File: config.mk
export PLATFORM = sky130hd
export DESIGN_NAME = cfg_loader
export DESIGN_NICKNAME = d
export VERILOG_FILES = /design/src/rtl/cfg_loader_pkg.sv /design/src/rtl/cfg_crc_acc.sv /design/src/rtl/cfg_regfile.sv /design/src/rtl/cfg_loader.sv
export SDC_FILE = /design/constraint.sdc
export NUM_CORES = 1
export LEC_CHECK = 0
export ABC_CLOCK_PERIOD_IN_PS = 7500
export BUFFER_PORTS_ARGS = -buffer_cell sky130_fd_sc_hd__clkbuf_2
export CORE_ASPECT_RATIO = 0.8
export CORE_MARGIN = 1.5
export CORE_UTILIZATION = 31
export CTS_CLUSTER_DIAMETER = 50
export DETAILED_ROUTE_END_ITERATION = 12
export GPL_TIMING_DRIVEN = 0
export PLACE_DENSITY = 0.54
export SETUP_SLACK_MARGIN = 0.02
export SYNTH_ARGS = -nofsm -noshare
export SYNTH_HDL_FRONTEND = slang
export SYNTH_SLANG_ARGS = --single-unit
File: constraint.sdc
create_clock -name clk -period 7.5 [get_ports clk]
set_input_delay 0.375 -clock clk [delete_from_list [all_inputs] [get_ports clk]]
set_output_delay 0.375 -clock clk [all_outputs]
set_load 0.05 [all_outputs]
File: src/rtl/cfg_loader_pkg.sv
`timescale 1ns/1ps
package cfg_loader_pkg;

  typedef enum logic [1:0] {
    ST_READ   = 2'd0,
    ST_CRC    = 2'd1,
    ST_DECIDE = 2'd2,
    ST_DONE   = 2'd3
  } ld_state_e;

  // built-in default value of setting idx
  function automatic logic [7:0] cfg_default(input int unsigned idx);
    return 8'((idx * 59 + 165) % 256);
  endfunction

  // one byte of CRC-16, polynomial 0x1021, MSB first
  function automatic logic [15:0] crc16_step(input logic [15:0] c_in, input logic [7:0] d);
    logic [15:0] c;
    c = c_in;
    for (int b = 7; b >= 0; b--) begin
      if (c[15] ^ d[b]) c = {c[14:0], 1'b0} ^ 16'h1021;
      else              c = {c[14:0], 1'b0};
    end
    return c;
  endfunction

endpackage

File: src/rtl/cfg_crc_acc.sv
`timescale 1ns/1ps
module cfg_crc_acc #(
  parameter logic [15:0] INIT = 16'hFFFF
) (
  input  logic        clk,
  input  logic        rst_n,
  input  logic        clr,
  input  logic        en,
  input  logic [7:0]  din,
  output logic [15:0] crc
);
  import cfg_loader_pkg::*;

  logic [15:0] crc_q, crc_d;

  always_comb begin
    crc_d = crc_q;
    if (clr)     crc_d = INIT;
    else if (en) crc_d = crc16_step(crc_q, din);
  end

  always_ff @(posedge clk or negedge rst_n) begin
    if (!rst_n) crc_q <= INIT;
    else        crc_q <= crc_d;
  end

  assign crc = crc_q;
endmodule

File: src/rtl/cfg_regfile.sv
`timescale 1ns/1ps
module cfg_regfile #(
  parameter  int NUM_SET = 16,
  localparam int IW      = (NUM_SET > 1) ? $clog2(NUM_SET) : 1
) (
  input  logic          clk,
  input  logic          rst_n,
  input  logic          wr_en,
  input  logic [IW-1:0] wr_idx,
  input  logic [7:0]    wr_data,
  input  logic          def_load,
  input  logic [IW-1:0] rd_a_idx,
  output logic [7:0]    rd_a_data,
  input  logic [IW-1:0] rd_b_idx,
  output logic [7:0]    rd_b_data
);
  import cfg_loader_pkg::*;

  logic [7:0] mem [NUM_SET];

  for (genvar g = 0; g < NUM_SET; g++) begin : g_ent
    logic ent_we;
    assign ent_we = wr_en && (32'(wr_idx) == g);
    always_ff @(posedge clk or negedge rst_n) begin
      if (!rst_n)        mem[g] <= '0;
      else if (def_load) mem[g] <= cfg_default(g);
      else if (ent_we)   mem[g] <= wr_data;
    end
  end

  assign rd_a_data = (32'(rd_a_idx) < NUM_SET) ? mem[rd_a_idx] : 8'h00;
  assign rd_b_data = (32'(rd_b_idx) < NUM_SET) ? mem[rd_b_idx] : 8'h00;
endmodule

File: src/rtl/cfg_loader.sv
`timescale 1ns/1ps
module cfg_loader #(
  parameter  int NUM_SET  = 16,
  parameter  int NUM_EXCL = 2,
  parameter  int NUM_SLOT = 8,
  localparam int TOTAL    = 2 * NUM_SET + 2 * NUM_SLOT,
  localparam int AW       = $clog2(TOTAL),
  localparam int IW       = (NUM_SET > 1) ? $clog2(NUM_SET) : 1
) (
  input  logic          clk,
  input  logic          rst_n,
  input  logic          reload_req,
  output logic          otp_rd_en,
  output logic [AW-1:0] otp_addr,
  input  logic [7:0]    otp_rdata,
  input  logic [IW-1:0] cfg_rd_idx,
  output logic [7:0]    cfg_rd_data,
  output logic          done,
  output logic          sig_err
);
  import cfg_loader_pkg::*;

  localparam int NUM_COV   = NUM_SET - NUM_EXCL;
  localparam int IMG2_BASE = NUM_SET;
  localparam int SLOT_BASE = 2 * NUM_SET;

  // reset: asynchronous assertion, synchronous release
  logic rst_s1, srst_n;
  always_ff @(posedge clk or negedge rst_n) begin
    if (!rst_n) begin
      rst_s1 <= 1'b0;
      srst_n <= 1'b0;
    end else begin
      rst_s1 <= 1'b1;
      srst_n <= rst_s1;
    end
  end

  ld_state_e     state_q, state_d;
  logic [AW-1:0] cnt_q, cnt_d;
  logic          cap_vld_q, cap_vld_d;
  logic [AW-1:0] cap_addr_q, cap_addr_d;
  logic [7:0]    slot_lo_q, slot_lo_d;
  logic [15:0]   sig_q, sig_d;
  logic          sig_seen_q, sig_seen_d;
  logic [IW-1:0] crc_idx_q, crc_idx_d;
  logic          err_q, err_d;

  logic          rf_we, def_load, crc_clr, crc_en;
  logic [IW-1:0] rf_widx, rf_aidx;
  logic [7:0]    rf_wdata, rf_adata, rf_bdata;
  logic [15:0]   crc_val;

  always_comb begin
    state_d    = state_q;
    cnt_d      = cnt_q;
    slot_lo_d  = slot_lo_q;
    sig_d      = sig_q;
    sig_seen_d = sig_seen_q;
    crc_idx_d  = crc_idx_q;
    err_d      = err_q;
    cap_vld_d  = (state_q == ST_READ);
    cap_addr_d = cnt_q;
    rf_we      = 1'b0;
    rf_widx    = '0;
    rf_wdata   = '0;
    def_load   = 1'b0;
    crc_clr    = 1'b0;
    crc_en     = 1'b0;
    rf_aidx    = crc_idx_q;

    unique case (state_q)
      ST_READ: begin
        if (cnt_q == AW'(TOTAL - 1)) begin
          state_d   = ST_CRC;
          crc_idx_d = '0;
        end else begin
          cnt_d = cnt_q + 1'b1;
        end
      end
      ST_CRC: begin
        crc_en = 1'b1;
        if (crc_idx_q == IW'(NUM_COV - 1)) state_d = ST_DECIDE;
        else                               crc_idx_d = crc_idx_q + 1'b1;
      end
      ST_DECIDE: begin
        if (!sig_seen_q) begin
          def_load = 1'b1;
        end else if (crc_val != sig_q) begin
          def_load = 1'b1;
          err_d    = 1'b1;
        end
        state_d = ST_DONE;
      end
      ST_DONE: begin
        if (reload_req) begin
          state_d    = ST_READ;
          cnt_d      = '0;
          err_d      = 1'b0;
          sig_d      = '0;
          sig_seen_d = 1'b0;
          crc_clr    = 1'b1;
        end
      end
      default: state_d = ST_DONE;
    endcase

    // returned store byte, one cycle after its address
    if (cap_vld_q) begin
      if (cap_addr_q < AW'(IMG2_BASE)) begin
        rf_we    = 1'b1;
        rf_widx  = IW'(cap_addr_q);
        rf_wdata = otp_rdata ^ cfg_default(32'(cap_addr_q));
      end else if (cap_addr_q < AW'(SLOT_BASE)) begin
        rf_aidx  = IW'(cap_addr_q - AW'(IMG2_BASE));
        rf_we    = 1'b1;
        rf_widx  = rf_aidx;
        rf_wdata = rf_adata ^ otp_rdata;
      end else if (!cap_addr_q[0]) begin
        slot_lo_d = otp_rdata;
      end else if ({otp_rdata, slot_lo_q} != 16'h0000) begin
        sig_d      = {otp_rdata, slot_lo_q};
        sig_seen_d = 1'b1;
      end
    end
  end

  always_ff @(posedge clk or negedge srst_n) begin
    if (!srst_n) begin
      state_q    <= ST_READ;
      cnt_q      <= '0;
      cap_vld_q  <= 1'b0;
      cap_addr_q <= '0;
      slot_lo_q  <= '0;
      sig_q      <= '0;
      sig_seen_q <= 1'b0;
      crc_idx_q  <= '0;
      err_q      <= 1'b0;
    end else begin
      state_q    <= state_d;
      cnt_q      <= cnt_d;
      cap_vld_q  <= cap_vld_d;
      cap_addr_q <= cap_addr_d;
      slot_lo_q  <= slot_lo_d;
      sig_q      <= sig_d;
      sig_seen_q <= sig_seen_d;
      crc_idx_q  <= crc_idx_d;
      err_q      <= err_d;
    end
  end

  cfg_crc_acc #(.INIT(16'hFFFF)) u_crc (
    .clk   (clk),
    .rst_n (srst_n),
    .clr   (crc_clr),
    .en    (crc_en),
    .din   (rf_adata),
    .crc   (crc_val)
  );

  cfg_regfile #(.NUM_SET(NUM_SET)) u_rf (
    .clk       (clk),
    .rst_n     (srst_n),
    .wr_en     (rf_we),
    .wr_idx    (rf_widx),
    .wr_data   (rf_wdata),
    .def_load  (def_load),
    .rd_a_idx  (rf_aidx),
    .rd_a_data (rf_adata),
    .rd_b_idx  (cfg_rd_idx),
    .rd_b_data (rf_bdata)
  );

  assign otp_rd_en   = (state_q == ST_READ) && srst_n;
  assign otp_addr    = cnt_q;
  assign done        = (state_q == ST_DONE);
  assign sig_err     = err_q;
  assign cfg_rd_data = done ? rf_bdata : 8'h00;
endmodule

==> impl_results.md, run 1 <==
- Status: complete, no violations
- Fin. Hold Viols: 0
- Clock Skews: 16.4 ps
- Met1 GRT Util: 0.327
- Global-route wire length before repair: 64.1 mm
- RSZ-0062 raised after global routing: no
- Row cnt: 63
- Leakage: 5.36 nW
- Die Area: 39000 sq um
- H-tree depth: 4
- FF/Latch Area: 4800 sq um
- Max-cap violations: 0
- Post-DP HPWL: 30.5 mm
- Final worst setup slack: 1580 ps
- Setup CP Type: register to register
- Ys Warns: 0
- Post-layout min period: 5920 ps
- Worst-case vdd ir drop: 142 uV
- Clock share of power: 0.344
- Syn avg cell area: 9.85 sq um
- Async set-reset flop share out of synthesis: 1.00
- Nets: 1292
- Worst-margin pin slew: 1430 ps
- Period utilization: 0.790
- Share of cells above drive strength 1: 0.149
- Dominant synthesized flop cell: dfrtp_1
- Data required, critical path: 7770 ps
- Mapped cell area: 11700 sq um
- Switching power total: 0.865 mW
- Synth area leaders: dfrtp_1, mux4_2, mux2i_1
- Setup Slack @ Placement: 1720 ps
- Clk sinks: 191
- Ports: 32
- M2 GR Usage: 0.325
- Syn-to-layout area delta: 12.6%
- Sw Share: 0.294
- Sequential share of power: 0.450
- Top cell type's share of synthesized area: 0.374
- Pin count of the biggest net entering global routing: 59
- Fmax achieved: 169 MHz
- CP max FO: 10
- Detailed Route Iter0 Violations: 1182
- Buffer count from post-CTS setup fixing: 0
- Total gr overflow: 0
- Drt wl/cell: 24.4 um
- Core area: 37100 sq um
- Clock Pin Slew Worst Setup and Hold Paths: 70 ps
- Fill count: 3765
- Vias/cell: 5.71
- Area of the multi-input gates: 6420 sq um
- Crit start category: register
- Met3 usage: 0.0546
- Pre-antenna DRT Iters: 7
- Remaining antenna violation count: 0
- Post-cts sizing count: 0
- Initial antenna violation count: 0
- Root Buffer: clkbuf_16
- Worst Path Arrival: 6190 ps
- Clock Tree Buf Depth: 2
- P_int: 2.08 mW
- Global routing's busiest layer: met1
- Post-route DRC violation count: 0
- Relative slew slack: 0.0456
- Synth Register Bits: 191
- Setup violations, final: 0
- Post-Syn Instances: 1190
- Comb pwr share: 0.206
- Vias in the first global route: 9865
- Worst-skew pair later-pin latency: 460 ps
- Die Ht: 177 um
- Setup TNS Final: 0 ps
- Via count: 9949
- Synth Net Count: 1240
- Routability Congestion: 0.949
- GRT Overall Usage: 0.225
- Post-synth EDFFs: 0
- Initial Util: 0.316
- Worst Hold Class: input pin to async pin
- Power Density: 223 nW/um^2
- Port bufs: 28
- Slew Limit Fails: 0
- Area leader, netlist: dfrtp_1
- Worst Setup End Kind: register
- Final WL: 42.5 mm
- Cts bufs inserted: 17
- Die extent in x: 220 um
- CTS tree: yes
- Distinct cell type count after synthesis: 66
- Sequential share of the synthesized area: 0.409
-- cells in the mapped netlist, types with 11 or more instances --
cell type,number
mux2i_1,49
nor3_1,18
clkbuf_1,50
a211oi_1,45
buf_2,17
o211ai_1,29
xor2_1,12
a21oi_1,94
o22ai_1,14
nor2_1,117
mux2_2,14
nand2_1,121
inv_1,39
ha_1,28
xnor2_1,39
and2_1,11
mux4_2,48
dfrtp_1,175
dfstp_2,16
nand3_1,47
o21ai_1,30
o21ai_0,65
-- critical path, cell delays in order (launching register included) --
cell,delay [ps]
dfrtp_1,490
buf_2,280
clkbuf_1,510
buf_2,370
inv_1,250
fa_1,610
fa_1,440
fa_1,500
inv_1,40
ha_1,280
ha_1,320
a21oi_1,200
xnor2_1,190
o21ai_1,110
xnor2_1,620
buf_2,380
o211ai_1,140
-- worst paths after layout --
path / start / cells past startpoint / slack, ps / to
min in group clk: otp_rdata[6] / 3 / 260 / slot_lo_q[6]
hold / removal: rst_n / 2 / 240 / srst_n
max in group asynchronous: srst_n / 2 / 6110 / u_crc.crc[12]
setup / recovery: cap_addr_q[1] / 16 / 1580 / u_rf.mem[127]
setup reg to reg: cap_addr_q[1] / 16 / 1580 / u_rf.mem[127]
hold reg to reg: srst_n / 0 / 350 / otp_addr[5]
-- power groups by stage --
stage	Sequential [mW]	Combinational, mW	Clock [mW]
2_1_floorplan	1.30	0.483	0
3_3_place_gp	1.35	0.572	0
3_5_place_dp	1.34	0.604	0
4_1_cts	1.32	0.606	1.02
5_1_grt	1.34	0.670	1.06
6_report	1.32	0.605	1.01
-- per-stage QoR --
stage           util  cell area [sq um]  hold slack (ps)  power, mW  std cells
5_1_grt        0.356              13200              236       3.07       1741
3_3_place_gp   0.336              12500              160       1.92       1705
2_1_floorplan      -              11700             79.4       1.79       1190
6_report       0.356              13200              239       2.94       1742
3_5_place_dp   0.338              12600              165       1.94       1709
4_1_cts        0.356              13200              222       2.95       1741
-- state kept, by name (all words and copies together), names as in the netlist --
signal and flops:
rst_s1 1, state_q 2, u_crc.crc 16, cap_addr_q 6, srst_n 1, sig_seen_q 1
crc_idx_q 4, cap_vld_q 1, otp_addr 6, sig_q 16, slot_lo_q 8, sig_err 1
u_rf.mem 128
-- metal layers --
| metal | part of all wire | routed length, um | up-vias |
|---|---|---|---|
| met5 | 0 | 0 | - |
| met4 | 0.033 | 1410 | 0 |
| met3 | 0.096 | 4090 | 89 |
| met2 | 0.42 | 18100 | 486 |
| met1 | 0.45 | 18900 | 4988 |
| li1 | - | - | 4386 |
-- cell type report --
| class | count | share of cell area |
|---|---|---|
| timing repair buffer | 33 | 0.0179 |
| sequential | 191 | 0.364 |
| inverter | 39 | 0.0111 |
| tap | 487 | 0.0461 |
| clock inverter | 11 | 0.0136 |
| clock buffer | 20 | 0.0338 |
| antenna | 1 | 0.000190 |
| multi-input combinational | 880 | 0.486 |
| buffer | 80 | 0.0272 |
-- logic make-up (layout without fill, tap and decap cells) --
kind of cell,count (synthesis),count (layout),share of synthesized area
mux,114,114,0.151
xor+xnor,61,61,0.0525
compound gates,310,310,0.161
flops,191,191,0.409
simple gates,359,359,0.141
fa+ha+maj,35,35,0.0418
buf+inv,119,183,0.0431
other cells,1,2,0.000320
-- what timing repair did --
action	in CTS	in global routing
hold buffers	1	0
hold endpoints to repair	2	0
endpoints found under the setup margin	0	0
-- placed cells by master (no fill, tap or decap), drive strengths merged, types with 3 or more instances in the layout --
cell / netlist / routed
nand3b: 3 / 3
mux2i: 51 / 51
nor2: 117 / 117
nand2: 122 / 122
dfrtp: 175 / 175
inv: 39 / 42
o22ai: 14 / 14
ha: 28 / 28
a211o: 4 / 4
xnor2: 48 / 48
mux2: 15 / 15
buf: 30 / 34
bufinv: 0 / 4
mux4: 48 / 48
a221oi: 4 / 4
xor2: 12 / 12
o211ai: 29 / 29
nor3: 18 / 18
and3: 3 / 3
clkbuf: 50 / 98
a21oi: 96 / 96
nand2b: 4 / 4
nand4: 8 / 8
nand3: 47 / 47
nor2b: 6 / 6
and2: 11 / 11
o221ai: 3 / 3
nor4: 9 / 9
o21ai: 95 / 95
fa: 7 / 7
dfstp: 16 / 16
a211oi: 45 / 45
a21o: 4 / 4
No activity file was read; power rests on OpenSTA's default activity.
==> inputs of run 2 (changes only) <==
- ABC_AREA: unset -> 1
- ABC_CLOCK_PERIOD_IN_PS: 7500 -> 5300
- PLACE_DENSITY: 0.54 -> 0.56
- clock period: 7.5 -> 5.3 ns (I/O delays scaled with it)
==> impl_results.md, run 2 <==
- Pre-antenna DRT Iters: 8 (was 7)
- Global-route wire length before repair: 72.5 mm (was 64.1 mm)
- Status: complete, no violations (unchanged)
- Mapped cell area: 12000 sq um (was 11700 sq um)
- Port bufs: 29 (was 28)
- Die extent in x: 223 um (was 220 um)
- Post-layout min period: 4330 ps (was 5920 ps)
- Sequential share of the synthesized area: 0.401 (was 0.409)
- Number of hold buffers added after CTS: 1 (unchanged)
- Async set-reset flop share out of synthesis: 1.00 (unchanged)
- Row cnt: 64 (was 63)
- Post-route DRC violation count: 0 (unchanged)
- Dominant synthesized flop cell: dfrtp_1 (unchanged)
- Clk sinks: 191 (unchanged)
- Clock Pin Slew Worst Setup and Hold Paths: 80 ps (was 70 ps)
- Post-cts sizing count: 0 (unchanged)
- Fill count: 4074 (was 3765)
- H-tree depth: 4 (unchanged)
- RR Endpoint: u_rf.mem[111] (was u_rf.mem[127])
- Slew Limit Fails: 0 (unchanged)
- Area leader, netlist: dfrtp_1 (unchanged)
- Synth Net Count: 1699 (was 1240)
- Final WL: 48.6 mm (was 42.5 mm)
- Reg2reg path depth: 18 (was 16)
- Crit start category: register (unchanged)
- Routability Congestion: 1.01 (was 0.949)
- Setup violations, final: 0 (unchanged)
- Die Area: 39800 sq um (was 39000 sq um)
- Cts bufs inserted: 17 (unchanged)
- Max reg flops: 128 (unchanged)
- Core area: 38100 sq um (was 37100 sq um)
- Pin count of the biggest net entering global routing: 63 (was 59)
- Drt wl/cell: 22.0 um (was 24.4 um)
- CTS tree: yes (unchanged)
- Reg-to-reg critical path startpoint: cap_addr_q[0] (was cap_addr_q[1])
- Post-DP HPWL: 35.3 mm (was 30.5 mm)
- Post-Syn Instances: 1649 (was 1190)
- Ys Warns: 0 (unchanged)
- Vias/cell: 5.45 (was 5.71)
- Most flop-heavy register: u_rf.mem (unchanged)
- Root Buffer: clkbuf_16 (unchanged)
- Setup CP Type: register to register (unchanged)
- GRT Overall Usage: 0.248 (was 0.225)
- Ports: 32 (unchanged)
- Fin. Hold Viols: 0 (unchanged)
- Initial antenna violation count: 0 (unchanged)
- Post-synth EDFFs: 0 (unchanged)
- Total gr overflow: 0 (unchanged)
- Relative slew slack: 0.168 (was 0.0456)
- Synth Register Bits: 191 (unchanged)
- Max-cap violations: 0 (unchanged)
- Clock Tree Buf Depth: 2 (unchanged)
- Die Ht: 179 um (was 177 um)
- Worst-margin pin slew: 1250 ps (was 1430 ps)
- Synth area leaders: dfrtp_1, nand2_1, nand3_1 (was dfrtp_1, mux4_2, mux2i_1)
- Commonest non-fill, non-tap cells in the layout: nand2_1, nand3_1, dfrtp_1 (was dfrtp_1, nand2_1, nor2_1)
- Worst Path Arrival: 4730 ps (was 6190 ps)
- ANT cells: 0 (was 1)
- Syn-to-layout area delta: 12.3% (was 12.6%)
- CP max FO: 8 (was 10)
- Fmax achieved: 231 MHz (was 169 MHz)
- Data required, critical path: 5700 ps (was 7770 ps)
- Via count: 12000 (was 9949)
- Clock Skews: 12.2 ps (was 16.4 ps)
- Period utilization: 0.818 (was 0.790)
- Distinct cell type count after synthesis: 47 (was 66)
- Share of cells above drive strength 1: 0.101 (was 0.149)
- Setup TNS Final: 0 ps (unchanged)
- Synth top cells by count: nand2_1, nand3_1, dfrtp_1, inv_1, o21ai_0 (was dfrtp_1, nand2_1, nor2_1, a21oi_1, o21ai_0)
- Most frequent cell after synthesis: nand2_1 (was dfrtp_1)
- Syn avg cell area: 7.25 sq um (was 9.85 sq um)
- Commonest non-fill, non-tap cell in the layout: nand2_1 (was dfrtp_1)
- Worst Setup End Kind: register (unchanged)
- Detailed Route Iter0 Violations: 1474 (was 1182)
- Worst-skew pair later-pin latency: 460 ps (about the same)
- Worst Hold Class: input pin to async pin (unchanged)
- Internal reg-to-reg setup slack: 970 ps (was 1580 ps)
- Nets: 1751 (was 1292)
- Remaining antenna violation count: 0 (unchanged)
- Top cell type's share of synthesized area: 0.366 (was 0.374)
- Vias in the first global route: 11100 (was 9865)
- Initial Util: 0.314 (was 0.316)
- Buffer count from post-CTS setup fixing: 0 (unchanged)
- RSZ-0062 raised after global routing: no (unchanged)
[run 2: changes by cell type in the layout (fill, tap and decap cells not counted), moves of 31 or more]
cell / before / now
a21oi_1: 94 / 63
nand2_1: 121 / 533
nand3_1: 47 / 238
mux2i_1: 49 / 0
nor2_1: 117 / 64
a211oi_1: 45 / 0
mux4_2: 48 / 0
inv_1: 39 / 145
o21ai_0: 65 / 116
[run 2: worst max path at each step]
| stage | startpoint | end | cells after the start |
|---|---|---|---|
| after global placement | srst_n | u_rf.mem[67] | 0 |
| after floorplan | cap_addr_q[1] | u_rf.mem[118] | 15 |
| after CTS | cap_addr_q[0] | u_rf.mem[71] | 18 |
| final | cap_addr_q[0] | u_rf.mem[111] | 18 |
| after global routing | cap_addr_q[0] | u_rf.mem[79] | 18 |
| after detailed placement | cap_addr_q[0] | u_rf.mem[79] | 18 |
[run 2: cells by family (layout without fill, tap and decap cells)]
group | after synthesis | after routing | share of synthesized area
compound gates | 235 | 235 | 0.110
simple gates | 925 | 925 | 0.343
flops | 191 | 191 | 0.401
fa+ha+maj | 35 | 35 | 0.0410
buf+inv | 228 | 293 | 0.0789
other cells | 1 | 1 | 0.000314
xor+xnor | 34 | 34 | 0.0249
[run 2: through the flow]
| step | instance area, sq um | utilization | setup slack (ps) | instances | hold WS [ps] |
|---|---|---|---|---|---|
| after CTS | 13400 | 0.352 | 1010 | 2209 | 104 |
| after global routing | 13400 | 0.352 | 748 | 2209 | 115 |
| after global placement | 12700 | 0.334 | 775 | 2173 | 50.4 |
| final | 13400 | 0.352 | 966 | 2209 | 118 |
| after floorplan | 12000 | - | 1690 | 1649 | -30.6 |
| after detailed placement | 12800 | 0.336 | 1000 | 2176 | 52.6 |
[run 2: worst max-delay path: stages (launching register included)]
cell	delay [ps]
dfrtp_1	600
inv_1	270
ha_1	390
ha_1	330
fa_1	440
ha_1	290
ha_1	340
a21oi_1	200
nand2_1	70
nand2_1	90
nand2_1	60
a21oi_1	150
xor2_1	230
nor2_1	70
nor2_1	120
nand2_2	100
nor2_4	350
nand2_1	100
nand2_1	80
[run 2: area by class of cell]
class | count | area [sq um] | share of cell area
clock inverters | 13 | 161 | 0.0120
plain buffers | 70 | 348 | 0.0259
multi-input cells | 1230 | 6210 | 0.463
clock buffers | 19 | 453 | 0.0337
inverters | 158 | 596 | 0.0443
well taps | 495 | 619 | 0.0461
repair buffers | 33 | 238 | 0.0177
flip-flops and latches | 191 | 4800 | 0.358
[run 2: layer usage]
layer,vias up,GRT usage,part of all wire
met2,651,0.359,0.41
met4,0,0.0995,0.035
met1,5784,0.358,0.45
li1,5504,-,-
met3,100,0.0503,0.10
met5,-,0,0
Power of run 2 is left out: the tool's default activity adds up to more than one toggle a clock period on the data nets, which glitch-free logic cannot reach.
==> inputs of run 3 (changes only) <==
- ABC_CLOCK_PERIOD_IN_PS: 5300 -> 4000
- PLACE_DENSITY: 0.56 -> 0.54
- clock period: 5.3 -> 4 ns (I/O delays scaled with it)
==> impl_results.md, run 3 (synthesized netlist as in run 2, its figures left out) <==
- Drt wl/cell: 21.8 um (was 22.0 um)
- Pre-antenna DRT Iters: 7 (was 8)
- Hold Slack: 53.2 ps (was 118 ps)
- Status: complete, no violations (unchanged)
- Period utilization: 0.957 (was 0.818)
- Internal reg-to-reg setup slack: 170 ps (was 970 ps)
- Post-layout min period: 3830 ps (was 4330 ps)
- Area of the multi-input gates: 6280 sq um (was 6210 sq um)
- Worst Path Arrival: 4180 ps (was 4730 ps)
- Fmax achieved: 261 MHz (was 231 MHz)
- Slowest CP cell: fa_1 (was dfrtp_1)
- Worst Hold Class: input pin to async pin (unchanged)
- Detailed Route Iter0 Violations: 1678 (was 1474)
- CP most frequent cell: fa_1 (was nand2_1)
- Relative slew slack: 0.149 (was 0.168)
- CP bufs+invs: 4 (was 1)
- Data required, critical path: 4350 ps (was 5700 ps)
- CP max FO: 8 (unchanged)
- Setup CP Type: register to register (unchanged)
- RR Endpoint: u_rf.mem[6] (was u_rf.mem[111])
- CTS tree: yes (unchanged)
- Commonest non-fill, non-tap cell in the layout: nand2_1 (unchanged)
- Post-DP HPWL: 35.3 mm (about the same)
- Commonest non-fill, non-tap cells in the layout: nand2_1, nand3_1, dfrtp_1 (unchanged)
- Initial Util: 0.314 (unchanged)
- H-tree depth: 4 (unchanged)
- Worst Setup End Kind: register (unchanged)
- Global-route wire length before repair: 72.0 mm (was 72.5 mm)
- Clock Pin Slew Worst Setup and Hold Paths: 70 ps (was 80 ps)
- Die Area: 39800 sq um (unchanged)
- Worst-margin pin slew: 1280 ps (was 1250 ps)
- Ports: 32 (unchanged)
- Reg-to-reg critical path startpoint: cap_addr_q[2] (was cap_addr_q[0])
- Clk sinks: 191 (unchanged)
- Initial antenna violation count: 1 (was 0)
- Crit-path max cell delay: 570 ps (was 600 ps)
- Most flop-heavy register: u_rf.mem (unchanged)
- GRT Overall Usage: 0.247 (was 0.248)
- Core area: 38100 sq um (unchanged)
- RSZ-0062 raised after global routing: yes (was no)
- ANT cells: 0 (unchanged)
- Critical path cell sequence: clkinvlp_4, fa_1, fa_1, fa_1, inv_1, ha_4, ha_4, xor2_1, xor2_1, o211ai_1, inv_1, nand2_2, nor2_4, buf_12, nand2_1, nand2_1 (was inv_1, ha_1, ha_1, fa_1, ha_1, ha_1, a21oi_1, nand2_1, nand2_1, nand2_1, a21oi_1, xor2_1, nor2_1, nor2_1, nand2_2, nor2_4, nand2_1, nand2_1)
- Post-route DRC violation count: 0 (unchanged)
- Final Core Density: 0.359 (was 0.352)
- Root Buffer: clkbuf_16 (unchanged)
- Setup TNS Final: 0 ps (unchanged)
- Fill count: 4092 (was 4074)
- Max reg flops: 128 (unchanged)
- Vias in the first global route: 11000 (was 11100)
- Pin count of the biggest net entering global routing: 66 (was 63)
- Die Ht: 179 um (unchanged)
- Worst-skew pair later-pin latency: 470 ps (was 460 ps)
- Total gr overflow: 0 (unchanged)
- FF/Latch Area: 4810 sq um (was 4800 sq um)
- Clock Tree Buf Depth: 2 (unchanged)
- Vias/cell: 5.41 (was 5.45)
- Nets: 1770 (was 1751)
- Placed cell areas: 12800 sq um (unchanged)
- Share of cells above drive strength 1: 0.117 (was 0.101)
- Via count: 12100 (was 12000)
- Syn-to-layout area delta: 14.3% (was 12.3%)
- Crit start category: register (unchanged)
- Setup violations, final: 0 (unchanged)
- Reg2reg path depth: 16 (was 18)
- Final instance area: 13700 sq um (was 13400 sq um)
- Remaining antenna violation count: 0 (unchanged)
- Final WL: 48.6 mm (about the same)
- Cts bufs inserted: 17 (unchanged)
- Die extent in x: 223 um (unchanged)
- Delay-heaviest family, CP: adder cells (unchanged)
- Port bufs: 29 (unchanged)
- Routability Congestion: 0.992 (was 1.01)
- Clock Skews: 13.7 ps (was 12.2 ps)
- Fin. Hold Viols: 0 (unchanged)
- Row cnt: 64 (unchanged)
- Max-cap violations: 0 (unchanged)
- Slew Limit Fails: 0 (unchanged)
==> run 3: cell types whose count changed in the layout (fill, tap and decap cells not counted), sizes merged <==
cell	before	now
clkinvlp	0	9
bufinv	2	3
inv	167	157
clkinv	2	1
buf	32	51
clkbuf	89	90
==> run 3: final cells by class <==
type,instances,share of cell area
well taps,495,0.0453
clock inverters,12,0.0117
multi-input cells,1230,0.459
flip-flops and latches,191,0.352
inverters,158,0.0444
clock buffers,20,0.0327
plain buffers,70,0.0254
repair buffers,52,0.0297
==> run 3: how the worst max path moves through the flow <==
stage / slack (ps) / startpoint / to / cells past startpoint
6_report: 170 / cap_addr_q[2] / u_rf.mem[6] / 16
5_1_grt: -5 / cap_addr_q[1] / u_rf.mem[7] / 20
4_1_cts: 20 / cap_addr_q[0] / u_rf.mem[7] / 19
3_5_place_dp: -230 / cap_addr_q[1] / u_rf.mem[78] / 15
3_3_place_gp: -590 / srst_n / u_rf.mem[67] / 0
2_1_floorplan: 390 / cap_addr_q[1] / u_rf.mem[118] / 15
==> run 3: per-layer routing <==
layer / up-vias / track usage / routed length [um]
li1: 5536 / - / -
met2: 633 / 0.356 / 20200
met5: - / 0 / 0
met3: 94 / 0.0487 / 4410
met1: 5798 / 0.363 / 22500
met4: 0 / 0.0899 / 1500
==> run 3: stage by stage <==
stage          worst slack [ps]  std cells
3_5_place_dp               -235       2176
2_1_floorplan               387       1649
3_3_place_gp               -593       2173
5_1_grt                   -5.12       2228
4_1_cts                    23.6       2213
6_report                    170       2228
==> run 3: timing repair <==
item / in CTS / in global routing
gates resized for setup: 6 / 8
hold buffers: 1 / 0
hold endpoints to repair: 2 / 0
pin swaps: 2 / 3
setup buffers: 4 / 15
endpoints found under the setup margin: 36 / 49
Power of run 3 is left out for the same reason.
